File: config.mk
export PLATFORM = sky130hd
export DESIGN_NAME = kbdq_event_queue
export DESIGN_NICKNAME = d
export VERILOG_FILES = /design/src/rtl/kbdq_pkg.sv /design/src/rtl/kbdq_encoder.sv /design/src/rtl/kbdq_fifo.sv /design/src/rtl/kbdq_regs.sv /design/src/rtl/kbdq_event_queue.sv
export SDC_FILE = /design/constraint.sdc
export NUM_CORES = 1
export LEC_CHECK = 0
export BUFFER_PORTS_ARGS = -buffer_cell sky130_fd_sc_hd__buf_2
export CORE_ASPECT_RATIO = 0.6
export CORE_UTILIZATION = 52
export DETAILED_ROUTE_END_ITERATION = 7
export HOLD_SLACK_MARGIN = 0.08
export PLACE_DENSITY = 0.75
export SLEW_MARGIN = 20
export SYNTH_ARGS = -nofsm -noshare
export SYNTH_HDL_FRONTEND = slang
export SYNTH_SLANG_ARGS = --single-unit
File: constraint.sdc
create_clock -name clk -period 2.7 [get_ports clk]
set_input_delay 0.135 -clock clk [delete_from_list [all_inputs] [get_ports clk]]
set_output_delay 0.135 -clock clk [all_outputs]
set_load 0.05 [all_outputs]
File: src/rtl/kbdq_pkg.sv
package kbdq_pkg;
  localparam int EVT_W = 32;
  localparam logic [EVT_W-1:0] ID_WORD    = 32'hC51D_0002;
  localparam logic [EVT_W-1:0] EMPTY_WORD = 32'hFFFF_FFFF;
  localparam logic [7:0]       PREFIX_BYTE = 8'hE0;

  typedef enum int {
    IDX_ID     = 0,
    IDX_DATA   = 1,
    IDX_COUNT  = 2,
    IDX_ENABLE = 3,
    IDX_SIZE   = 4
  } reg_idx_e;
endpackage

File: src/rtl/kbdq_encoder.sv
module kbdq_encoder
  import kbdq_pkg::*;
(
  input  logic             clk,
  input  logic             rst,
  input  logic             code_valid,
  input  logic [7:0]       code_byte,
  output logic             push_req,
  output logic [EVT_W-1:0] push_word,
  output logic             armed
);
  logic armed_q;
  logic starts_prefix;

  assign starts_prefix = (code_byte == PREFIX_BYTE) && !armed_q;
  assign armed = armed_q;

  always_comb begin
    push_req             = code_valid && !starts_prefix;
    push_word            = '0;
    push_word[EVT_W-1]   = code_byte[7];
    push_word[7]         = armed_q;
    push_word[6:0]       = code_byte[6:0];
  end

  always_ff @(posedge clk) begin
    if (rst)
      armed_q <= 1'b0;
    else if (code_valid)
      armed_q <= starts_prefix;
  end
endmodule

File: src/rtl/kbdq_fifo.sv
module kbdq_fifo #(
  parameter int DEPTH = 16,
  parameter int WIDTH = 32,
  localparam int PTR_W = (DEPTH > 1) ? $clog2(DEPTH) : 1,
  localparam int CNT_W = $clog2(DEPTH + 1)
) (
  input  logic             clk,
  input  logic             rst,
  input  logic             push_req,
  input  logic [WIDTH-1:0] push_data,
  input  logic             pop_req,
  output logic [WIDTH-1:0] head,
  output logic [CNT_W-1:0] count,
  output logic [CNT_W-1:0] count_nxt,
  output logic             push_ok,
  output logic             pop_ok
);
  logic [WIDTH-1:0] mem [DEPTH];
  logic [PTR_W-1:0] wr_ptr, rd_ptr;
  logic [CNT_W-1:0] count_q;

  function automatic logic [PTR_W-1:0] bump(input logic [PTR_W-1:0] p);
    if (p == PTR_W'(DEPTH - 1)) return '0;
    return p + 1'b1;
  endfunction

  assign pop_ok  = pop_req && (count_q != '0);
  assign push_ok = push_req && ((count_q != CNT_W'(DEPTH)) || pop_ok);

  always_comb begin
    count_nxt = count_q;
    if (push_ok && !pop_ok) count_nxt = count_q + 1'b1;
    else if (pop_ok && !push_ok) count_nxt = count_q - 1'b1;
  end

  always_ff @(posedge clk) begin
    if (push_ok) mem[wr_ptr] <= push_data;
  end

  always_ff @(posedge clk) begin
    if (rst) begin
      wr_ptr  <= '0;
      rd_ptr  <= '0;
      count_q <= '0;
    end else begin
      if (push_ok) wr_ptr <= bump(wr_ptr);
      if (pop_ok)  rd_ptr <= bump(rd_ptr);
      count_q <= count_nxt;
    end
  end

  assign head  = mem[rd_ptr];
  assign count = count_q;
endmodule

File: src/rtl/kbdq_regs.sv
module kbdq_regs
  import kbdq_pkg::*;
#(
  parameter int ADDR_W = 12,
  parameter int DEPTH  = 16,
  localparam int IDX_W = ADDR_W - 2,
  localparam int CNT_W = $clog2(DEPTH + 1)
) (
  input  logic              clk,
  input  logic              rst,
  input  logic              bus_sel,
  input  logic              bus_wr,
  input  logic [ADDR_W-1:0] bus_addr,
  input  logic [EVT_W-1:0]  bus_wdata,
  input  logic [EVT_W-1:0]  head,
  input  logic [CNT_W-1:0]  count,
  output logic              pop_req,
  output logic              int_en_nxt,
  output logic [EVT_W-1:0]  bus_rdata,
  output logic              bus_rvalid
);
  logic [IDX_W-1:0] idx;
  logic             rd_req, wr_req;
  logic             int_en_q;
  logic [EVT_W-1:0] rd_mux;
  logic             unused_bits;

  assign idx         = bus_addr[ADDR_W-1:2];
  assign rd_req      = bus_sel && !bus_wr;
  assign wr_req      = bus_sel && bus_wr;
  assign unused_bits = ^{bus_addr[1:0], bus_wdata[EVT_W-1:1]};

  assign pop_req    = rd_req && (idx == IDX_W'(IDX_DATA));
  assign int_en_nxt = (wr_req && (idx == IDX_W'(IDX_ENABLE))) ? bus_wdata[0] : int_en_q;

  always_comb begin
    rd_mux = '0;
    if (idx == IDX_W'(IDX_ID))          rd_mux = ID_WORD;
    else if (idx == IDX_W'(IDX_DATA))   rd_mux = (count == '0) ? EMPTY_WORD : head;
    else if (idx == IDX_W'(IDX_COUNT))  rd_mux = EVT_W'(count);
    else if (idx == IDX_W'(IDX_ENABLE)) rd_mux = EVT_W'(int_en_q);
    else if (idx == IDX_W'(IDX_SIZE))   rd_mux = EVT_W'(DEPTH);
  end

  always_ff @(posedge clk) begin
    if (rst) begin
      int_en_q   <= 1'b0;
      bus_rdata  <= '0;
      bus_rvalid <= 1'b0;
    end else begin
      int_en_q   <= int_en_nxt;
      bus_rvalid <= rd_req;
      if (rd_req) bus_rdata <= rd_mux;
    end
  end
endmodule

File: src/rtl/kbdq_event_queue.sv
module kbdq_event_queue
  import kbdq_pkg::*;
#(
  parameter int ADDR_W = 12,
  parameter int DEPTH  = 16,
  localparam int CNT_W = $clog2(DEPTH + 1)
) (
  input  logic              clk,
  input  logic              rst,
  input  logic              code_valid,
  input  logic [7:0]        code_byte,
  input  logic              bus_sel,
  input  logic              bus_wr,
  input  logic [ADDR_W-1:0] bus_addr,
  input  logic [31:0]       bus_wdata,
  output logic [31:0]       bus_rdata,
  output logic              bus_rvalid,
  output logic              irq
);
  logic             enc_push;
  logic [EVT_W-1:0] enc_word;
  logic             enc_armed;
  logic             pop_req;
  logic [EVT_W-1:0] fifo_head;
  logic [CNT_W-1:0] fifo_count, fifo_count_nxt;
  logic             fifo_push_ok, fifo_pop_ok;
  logic             int_en_nxt;

  kbdq_encoder u_enc (
    .clk        (clk),
    .rst        (rst),
    .code_valid (code_valid),
    .code_byte  (code_byte),
    .push_req   (enc_push),
    .push_word  (enc_word),
    .armed      (enc_armed)
  );

  kbdq_fifo #(.DEPTH(DEPTH), .WIDTH(EVT_W)) u_fifo (
    .clk       (clk),
    .rst       (rst),
    .push_req  (enc_push),
    .push_data (enc_word),
    .pop_req   (pop_req),
    .head      (fifo_head),
    .count     (fifo_count),
    .count_nxt (fifo_count_nxt),
    .push_ok   (fifo_push_ok),
    .pop_ok    (fifo_pop_ok)
  );

  kbdq_regs #(.ADDR_W(ADDR_W), .DEPTH(DEPTH)) u_regs (
    .clk        (clk),
    .rst        (rst),
    .bus_sel    (bus_sel),
    .bus_wr     (bus_wr),
    .bus_addr   (bus_addr),
    .bus_wdata  (bus_wdata),
    .head       (fifo_head),
    .count      (fifo_count),
    .pop_req    (pop_req),
    .int_en_nxt (int_en_nxt),
    .bus_rdata  (bus_rdata),
    .bus_rvalid (bus_rvalid)
  );

  always_ff @(posedge clk) begin
    if (rst) irq <= 1'b0;
    else     irq <= int_en_nxt && (fifo_count_nxt != '0);
  end
endmodule

==> impl_metrics.py, run 1 <==
metrics = {
    "run_status": {
        "outcome": "finished clean",
    },
    "sta": {
        "finalMaxSlewViolations": 0,
        "hold_violations": 0,
        "tightest_slew_ps": 651,
        "fin_skew_ps": 13.1,
        "grt_setup_unrepaired": "yes",
        "fmax_mhz": 391,
        "tns_ps": 0,
        "max_slew_margin_pct": 56.6,
        "fin_crit_sh_pct": 94.7,
        "hold_slack_ps": 97.4,
        "setup_violations": 0,
        "min_period_ps": 2560,
    },
    "logic_synthesis": {
        "ys_seq_area_share_pct": 67.3,
        "synth_top_cells_by_count": "edfxtp_1 (144), mux4_2 (45), dfxtp_1 (32)",
        "synthFlopType": "edfxtp_1",
        "synth.top_cell.area_share_pct": 58.6,
        "synth_top_area_cell": "edfxtp_1",
        "synth_area_per_cell_um2": 16.9,
        "yosys-top-cells-area": "edfxtp_1 (59%), mux4_2 (14%), dfxtp_1 (8.7%)",
        "synth_edf_count": 144,
        "synthDistinctLibCells": 57,
        "syn_area_mm2": 0.00738,
        "yosys.cell_count.top_type": "edfxtp_1",
        "synth_fp_nets": 501,
        "async_flop_share_pct": 0,
        "yosys_warnings": 0,
        "ys_ff_latch": 176,
        "synthCells": 436,
    },
    "detailed_routing": {
        "dr.pass1.iters": 5,
        "first_iter_violations": 435,
        "antenna_left": 0,
        "routed_wl_mm": 16.6,
        "num_vias": 4254,
        "wl_per_cell_um": 23.5,
        "via_per_inst": 6.04,
        "drcViolationCount": 0,
    },
    "floorplan": {
        "fp.dieH_um": 94.3,
        "die_area_mm2": 0.0147,
        "coreArea_mm2": 0.0137,
        "start_util_pct": 53.7,
        "core.rowCount": 33,
        "die_x_um": 156,
        "pin_count": 91,
    },
    "final_layout": {
        "multi_input_area_mm2": 0.00217,
        "seqCellArea_mm2": 0.00497,
        "fill_cells": 967,
        "nNetsFinal": 564,
        "area_delta_synth_final_pct": 17.0,
        "stdcell_area_mm2": 0.00863,
        "drive_gt1_share_pct": 35.5,
        "antenna_cells": 0,
    },
    "global_route": {
        "grt-ovfl-total": 0,
        "grt_first_pass_wirelength_mm": 24.5,
        "antenna_found_initial": 0,
        "grt_pass1_vias": 4077,
        "grt_use_total_pct": 24.4,
        "grt_max_degree": 31,
    },
    "clock_tree": {
        "cts_buffers": 17,
        "root_buffer": "clkbuf_16",
        "htreeDepth": 4,
        "clock-sinks": 176,
        "cts_tree": "built",
        "clkLatencyLatePin_ps": 430,
        "cts_setup_buffers": 0,
        "cts_buffer_depth": 2,
        "path_clk_slew_ps": 70,
    },
    "placement": {
        "dp_hpwl_mm": 10.6,
        "portBuffers": 57,
        "placed_area_mm2": 0.00794,
        "globalplace.congestion": 0.927,
    },
    "pwr": {
        "ir_drop_mv": 0.375,
        "p_leak_nw": 2.94,
        "power_density_mw_per_mm2": 686,
    },
    "worst_setup_path": {
        "crit_path_end": "u_fifo.mem[7][2]$_DFFE_PP_",
        "critPathRequiredTime_ps": 2840,
        "r2r_setup_slack_ps": 260,
        "crit-reg2reg-capture": "u_fifo.mem[9][2]$_DFFE_PP_",
        "end_kind": "flip-flop",
        "critPathLaunch": "bus_addr[7]",
        "reg2reg_depth": 7,
        "start_kind": "input port",
        "crit_arrival_ps": 2690,
        "path_class": "in2reg",
        "r2r_start": "u_fifo.count[0]$_SDFF_PP0_",
        "path_max_fanout": 10,
    },
    "job": {
        "maxCapViolations": 0,
    },
    "hold_path": {
        "min_path_type": "in2reg",
    },
}
timing repair:
| item | 4_1_cts | 5_1_grt |
|---|---|---|
| hold buffers | 3 | 0 |
| resized for setup | 0 | 1 |
| setup endpoints to repair | 0 | 27 |
| hold endpoints to repair | 2 | 0 |
final cells by class:
type	instances	area share, %
clock inverters	8	0.913
inverters	7	0.304
multi-input cells	213	25.1
repair buffers	84	6.61
flip-flops and latches	176	57.6
well taps	192	2.78
clock buffers	24	6.70
registers in the layout, indices dropped and copies added, names as in the netlist, named ones only:
name               flops
irq                    1
u_enc.armed            1
u_fifo.count           5
u_fifo.mem           144
u_fifo.rd_ptr          4
u_fifo.wr_ptr          4
u_regs.bus_rdata      11
u_regs.bus_rvalid      1
u_regs.int_en_q        1
how the worst min path moves through the flow:
stage / startpoint / endpoint / cells after the start
floorplan: code_byte[0] / u_fifo.mem[0][0]$_DFFE_PP_ / 0
global placement: code_valid / u_enc.armed$_SDFFE_PP0P_ / 3
detailed placement: u_regs.bus_rdata[5]$_SDFFE_PP0N_ / u_regs.bus_rdata[5]$_SDFFE_PP0N_ / 2
CTS: code_byte[5] / u_fifo.mem[8][5]$_DFFE_PP_ / 1
global route: code_byte[5] / u_fifo.mem[9][5]$_DFFE_PP_ / 1
finish: code_byte[1] / u_fifo.mem[5][1]$_DFFE_PP_ / 1
kinds of logic after synthesis:
logic type / after synthesis / share of synthesized area, %
AOI/OAI and AO/OA: 53 / 4.78
xor gates and xnor gates: 5 / 0.594
adders and majority gates: 8 / 1.36
muxes: 46 / 13.9
DFF: 176 / 67.3
buffers and inverters: 47 / 3.65
and+or+nand+nor: 101 / 8.45
where the power goes:
group          switching, mW  leakage (nW)  internal [mW]
registers             0.0273          1.56           2.97
clock network           1.03         0.326           1.60
logic                  0.193          1.05          0.103
total                   1.25          2.94           4.67
routing by layer:
metal | global-route usage, % | part of all wire (%) | up-vias
met4 | 6.29 | 0.83 | 0
met5 | 0 | 0 | -
met3 | 6.50 | 8.0 | 13
met1 | 37.1 | 46 | 2197
met2 | 34.5 | 45 | 196
li1 | - | - | 1848
through the flow:
stage | power [mW] | setup slack [ps] | cells | utilization, %
6_report | 5.92 | 144 | 704 | 62.8
5_1_grt | 6.09 | -14.6 | 704 | 62.8
4_1_cts | 5.95 | 158 | 704 | 62.8
3_5_place_dp | 3.34 | 194 | 669 | 57.8
3_3_place_gp | 3.32 | 249 | 669 | 57.8
2_1_floorplan | 3.22 | -143 | 436 | -
critical path: stages:
cell and delay [ps]:
dlygate4sd3_1 530, buf_2 130, or4_4 560, nor4_4 370
o21ai_2 230, nor3b_2 330, and2_1 230, buf_12 160
placed cells by master (no fill, tap or decap), types with 7 or more instances in the layout:
master,n
a21oi_1,22
buf_2,57
buf_4,18
clkbuf_16,22
dfxtp_1,30
edfxtp_1,144
ha_1,8
inv_1,7
mux4_2,45
nand2_1,27
nor2_1,18
o21ai_0,11
(Power assumes the default switching activity.)
==> inputs of run 2 (changes only) <==
--- a/config.mk
+++ b/config.mk
@@ -7,6 +7,7 @@
 export LEC_CHECK = 0
 export BUFFER_PORTS_ARGS = -buffer_cell sky130_fd_sc_hd__buf_2
 export CORE_ASPECT_RATIO = 0.6
+export CORE_MARGIN = 2
 export CORE_UTILIZATION = 52
 export DETAILED_ROUTE_END_ITERATION = 7
 export HOLD_SLACK_MARGIN = 0.08
@@ -15,3 +16,4 @@
 export SYNTH_ARGS = -nofsm -noshare
 export SYNTH_HDL_FRONTEND = slang
 export SYNTH_SLANG_ARGS = --single-unit
+export TNS_END_PERCENT = 1
==> run 2 against run 1 <==
  * Total power fell by 4.0%
  * Clock power fell by 9.1%
  * Largest cell class unchanged
  * Clock-buffer cell count fell by 3
  * Design area fell by 0.19%
  * First-iteration DRC count fell by 1.1%
  * Register-to-register slack got worse by 20 ps
  * Critical endpoint is now u_fifo.mem[7][1]$_DFFE_PP_
  * Routed wire length barely moved
  * Utilization fell by 0.12 points
  * Highest routed layer is now met5
  * Flip-flop and latch count did not move
  * Sequential power barely moved
==> impl_metrics.py, run 2 (synthesis results as in run 1) <==
metrics = {
    "run_status": {
        "outcome": "finished clean",
    },
    "detailed_routing": {
        "routed_wl_mm": 16.5,
        "via_per_inst": 5.99,
        "wl_per_cell_um": 23.5,
        "drcViolationCount": 0,
        "num_vias": 4226,
        "dr.pass1.iters": 5,
        "first_iter_violations": 430,
        "antenna_left": 0,
    },
    "placement": {
        "placed_cells": 670,
        "dp_hpwl_mm": 10.6,
        "portBuffers": 57,
        "placed_area_mm2": 0.00800,
        "place_ws_ps": 185,
        "globalplace.congestion": 0.938,
    },
    "global_route": {
        "antenna_found_initial": 1,
        "grt_max_degree": 37,
        "grt_first_pass_wirelength_mm": 24.7,
        "grt_pass1_vias": 4111,
        "grt_use_total_pct": 23.2,
        "grt-ovfl-total": 0,
    },
    "hold_path": {
        "min_path_type": "in2reg",
    },
    "worst_setup_path": {
        "path_max_fanout": 10,
        "start_kind": "input port",
        "crit_arrival_ps": 2770,
        "end_kind": "flip-flop",
        "path_class": "in2reg",
        "critPathRequiredTime_ps": 2830,
    },
    "final_layout": {
        "fill_cells": 949,
        "stdcell_area_mm2": 0.00861,
        "mostFrequentLayoutCell": "edfxtp_1",
        "multi_input_area_mm2": 0.00217,
        "nNetsFinal": 565,
        "area_delta_synth_final_pct": 16.8,
        "largest_reg_flops": 144,
        "antenna_cells": 0,
        "top_register": "u_fifo.mem",
        "seqCellArea_mm2": 0.00497,
        "final_cell_mix": "edfxtp_1 (144), buf_2 (57), mux4_2 (45)",
        "drive_gt1_share_pct": 35.3,
        "finish.utilization_pct": 62.6,
        "instances_no_fill": 705,
    },
    "floorplan": {
        "fp.dieH_um": 96.3,
        "coreArea_mm2": 0.0137,
        "core.rowCount": 33,
        "die_area_mm2": 0.0152,
        "start_util_pct": 53.7,
        "die_x_um": 158,
        "pin_count": 91,
    },
    "sta": {
        "tightest_slew_ps": 741,
        "fin_crit_sh_pct": 97.6,
        "setup_violations": 0,
        "setup_ws_ps": 63.7,
        "fin_skew_ps": 8.65,
        "finalMaxSlewViolations": 0,
        "max_slew_margin_pct": 50.5,
        "fmax_mhz": 379,
        "min_period_ps": 2640,
        "hold_slack_ps": 104,
        "hold_violations": 0,
        "grt_setup_unrepaired": "no",
    },
    "clock_tree": {
        "clock-sinks": 176,
        "htreeDepth": 4,
        "cts_buffer_depth": 2,
        "ctsResizeCount": 0,
        "root_buffer": "clkbuf_16",
        "clkLatencyLatePin_ps": 420,
        "cts_buffers": 17,
        "cts_setup_buffers": 0,
        "path_clk_slew_ps": 70,
        "cts_tree": "built",
    },
    "pwr": {
        "ir_drop_mv": 0.420,
        "power_density_mw_per_mm2": 659,
        "p_leak_nw": 2.92,
    },
    "job": {
        "maxCapViolations": 0,
    },
}
-- run 2: repair_timing --
action | in CTS | in global routing
hold endpoints to repair | 2 | 0
hold buffers | 3 | 0
endpoints found under the setup margin | 0 | 0
-- run 2: path summary, 6_finish.rpt --
kind / from / endpoint / slack, ps / cells past startpoint
worst max register to register: u_fifo.count[0]$_SDFF_PP0_ / u_fifo.mem[10][7]$_DFFE_PP_ / 240 / 7
worst min-delay path: code_byte[5] / u_fifo.mem[13][5]$_DFFE_PP_ / 100 / 1
worst max-delay path: bus_addr[7] / u_fifo.mem[7][1]$_DFFE_PP_ / 60 / 8
worst min register to register: u_regs.bus_rdata[4]$_SDFFE_PP0N_ / u_regs.bus_rdata[4]$_SDFFE_PP0N_ / 470 / 2
-- run 2: layer usage --
metal / up-vias / wire [µm] / GRT usage [%]
met4: 2 / 199 / 6.97
met5: - / 12 / 0
li1: 1855 / - / -
met2: 199 / 7570 / 34.6
met3: 25 / 1480 / 5.27
met1: 2145 / 7280 / 34.6
-- run 2: power breakdown --
| group | total, mW | switching, mW | internal, mW |
|---|---|---|---|
| Clock | 2.39 | 1.05 | 1.33 |
| Sequential | 2.99 | 0.0251 | 2.96 |
| Combinational | 0.302 | 0.198 | 0.104 |
| Total | 5.68 | 1.28 | 4.40 |
-- run 2: through the flow --
stage | TNS [ps] | total power, mW
2_1_floorplan | -3870 | 3.22
3_3_place_gp | 0 | 3.33
3_5_place_dp | 0 | 3.34
4_1_cts | 0 | 5.70
5_1_grt | 0 | 5.84
6_report | 0 | 5.68
-- run 2: final cells by class --
cell class,instances,share of cell area (%)
flip-flops and latches,176,57.7
multi-input cells,213,25.2
repair buffers,85,7.29
clock buffers,21,5.72
well taps,192,2.79
clock inverters,11,1.06
inverters,7,0.305
-- run 2: worst max-delay path, stage by stage --
cell and delay [ps]:
dlygate4sd3_1 550, buf_2 140, or4_4 560, nor4_4 400, o21ai_2 240, nor3b_2 340
and2_1 230, buf_12 160
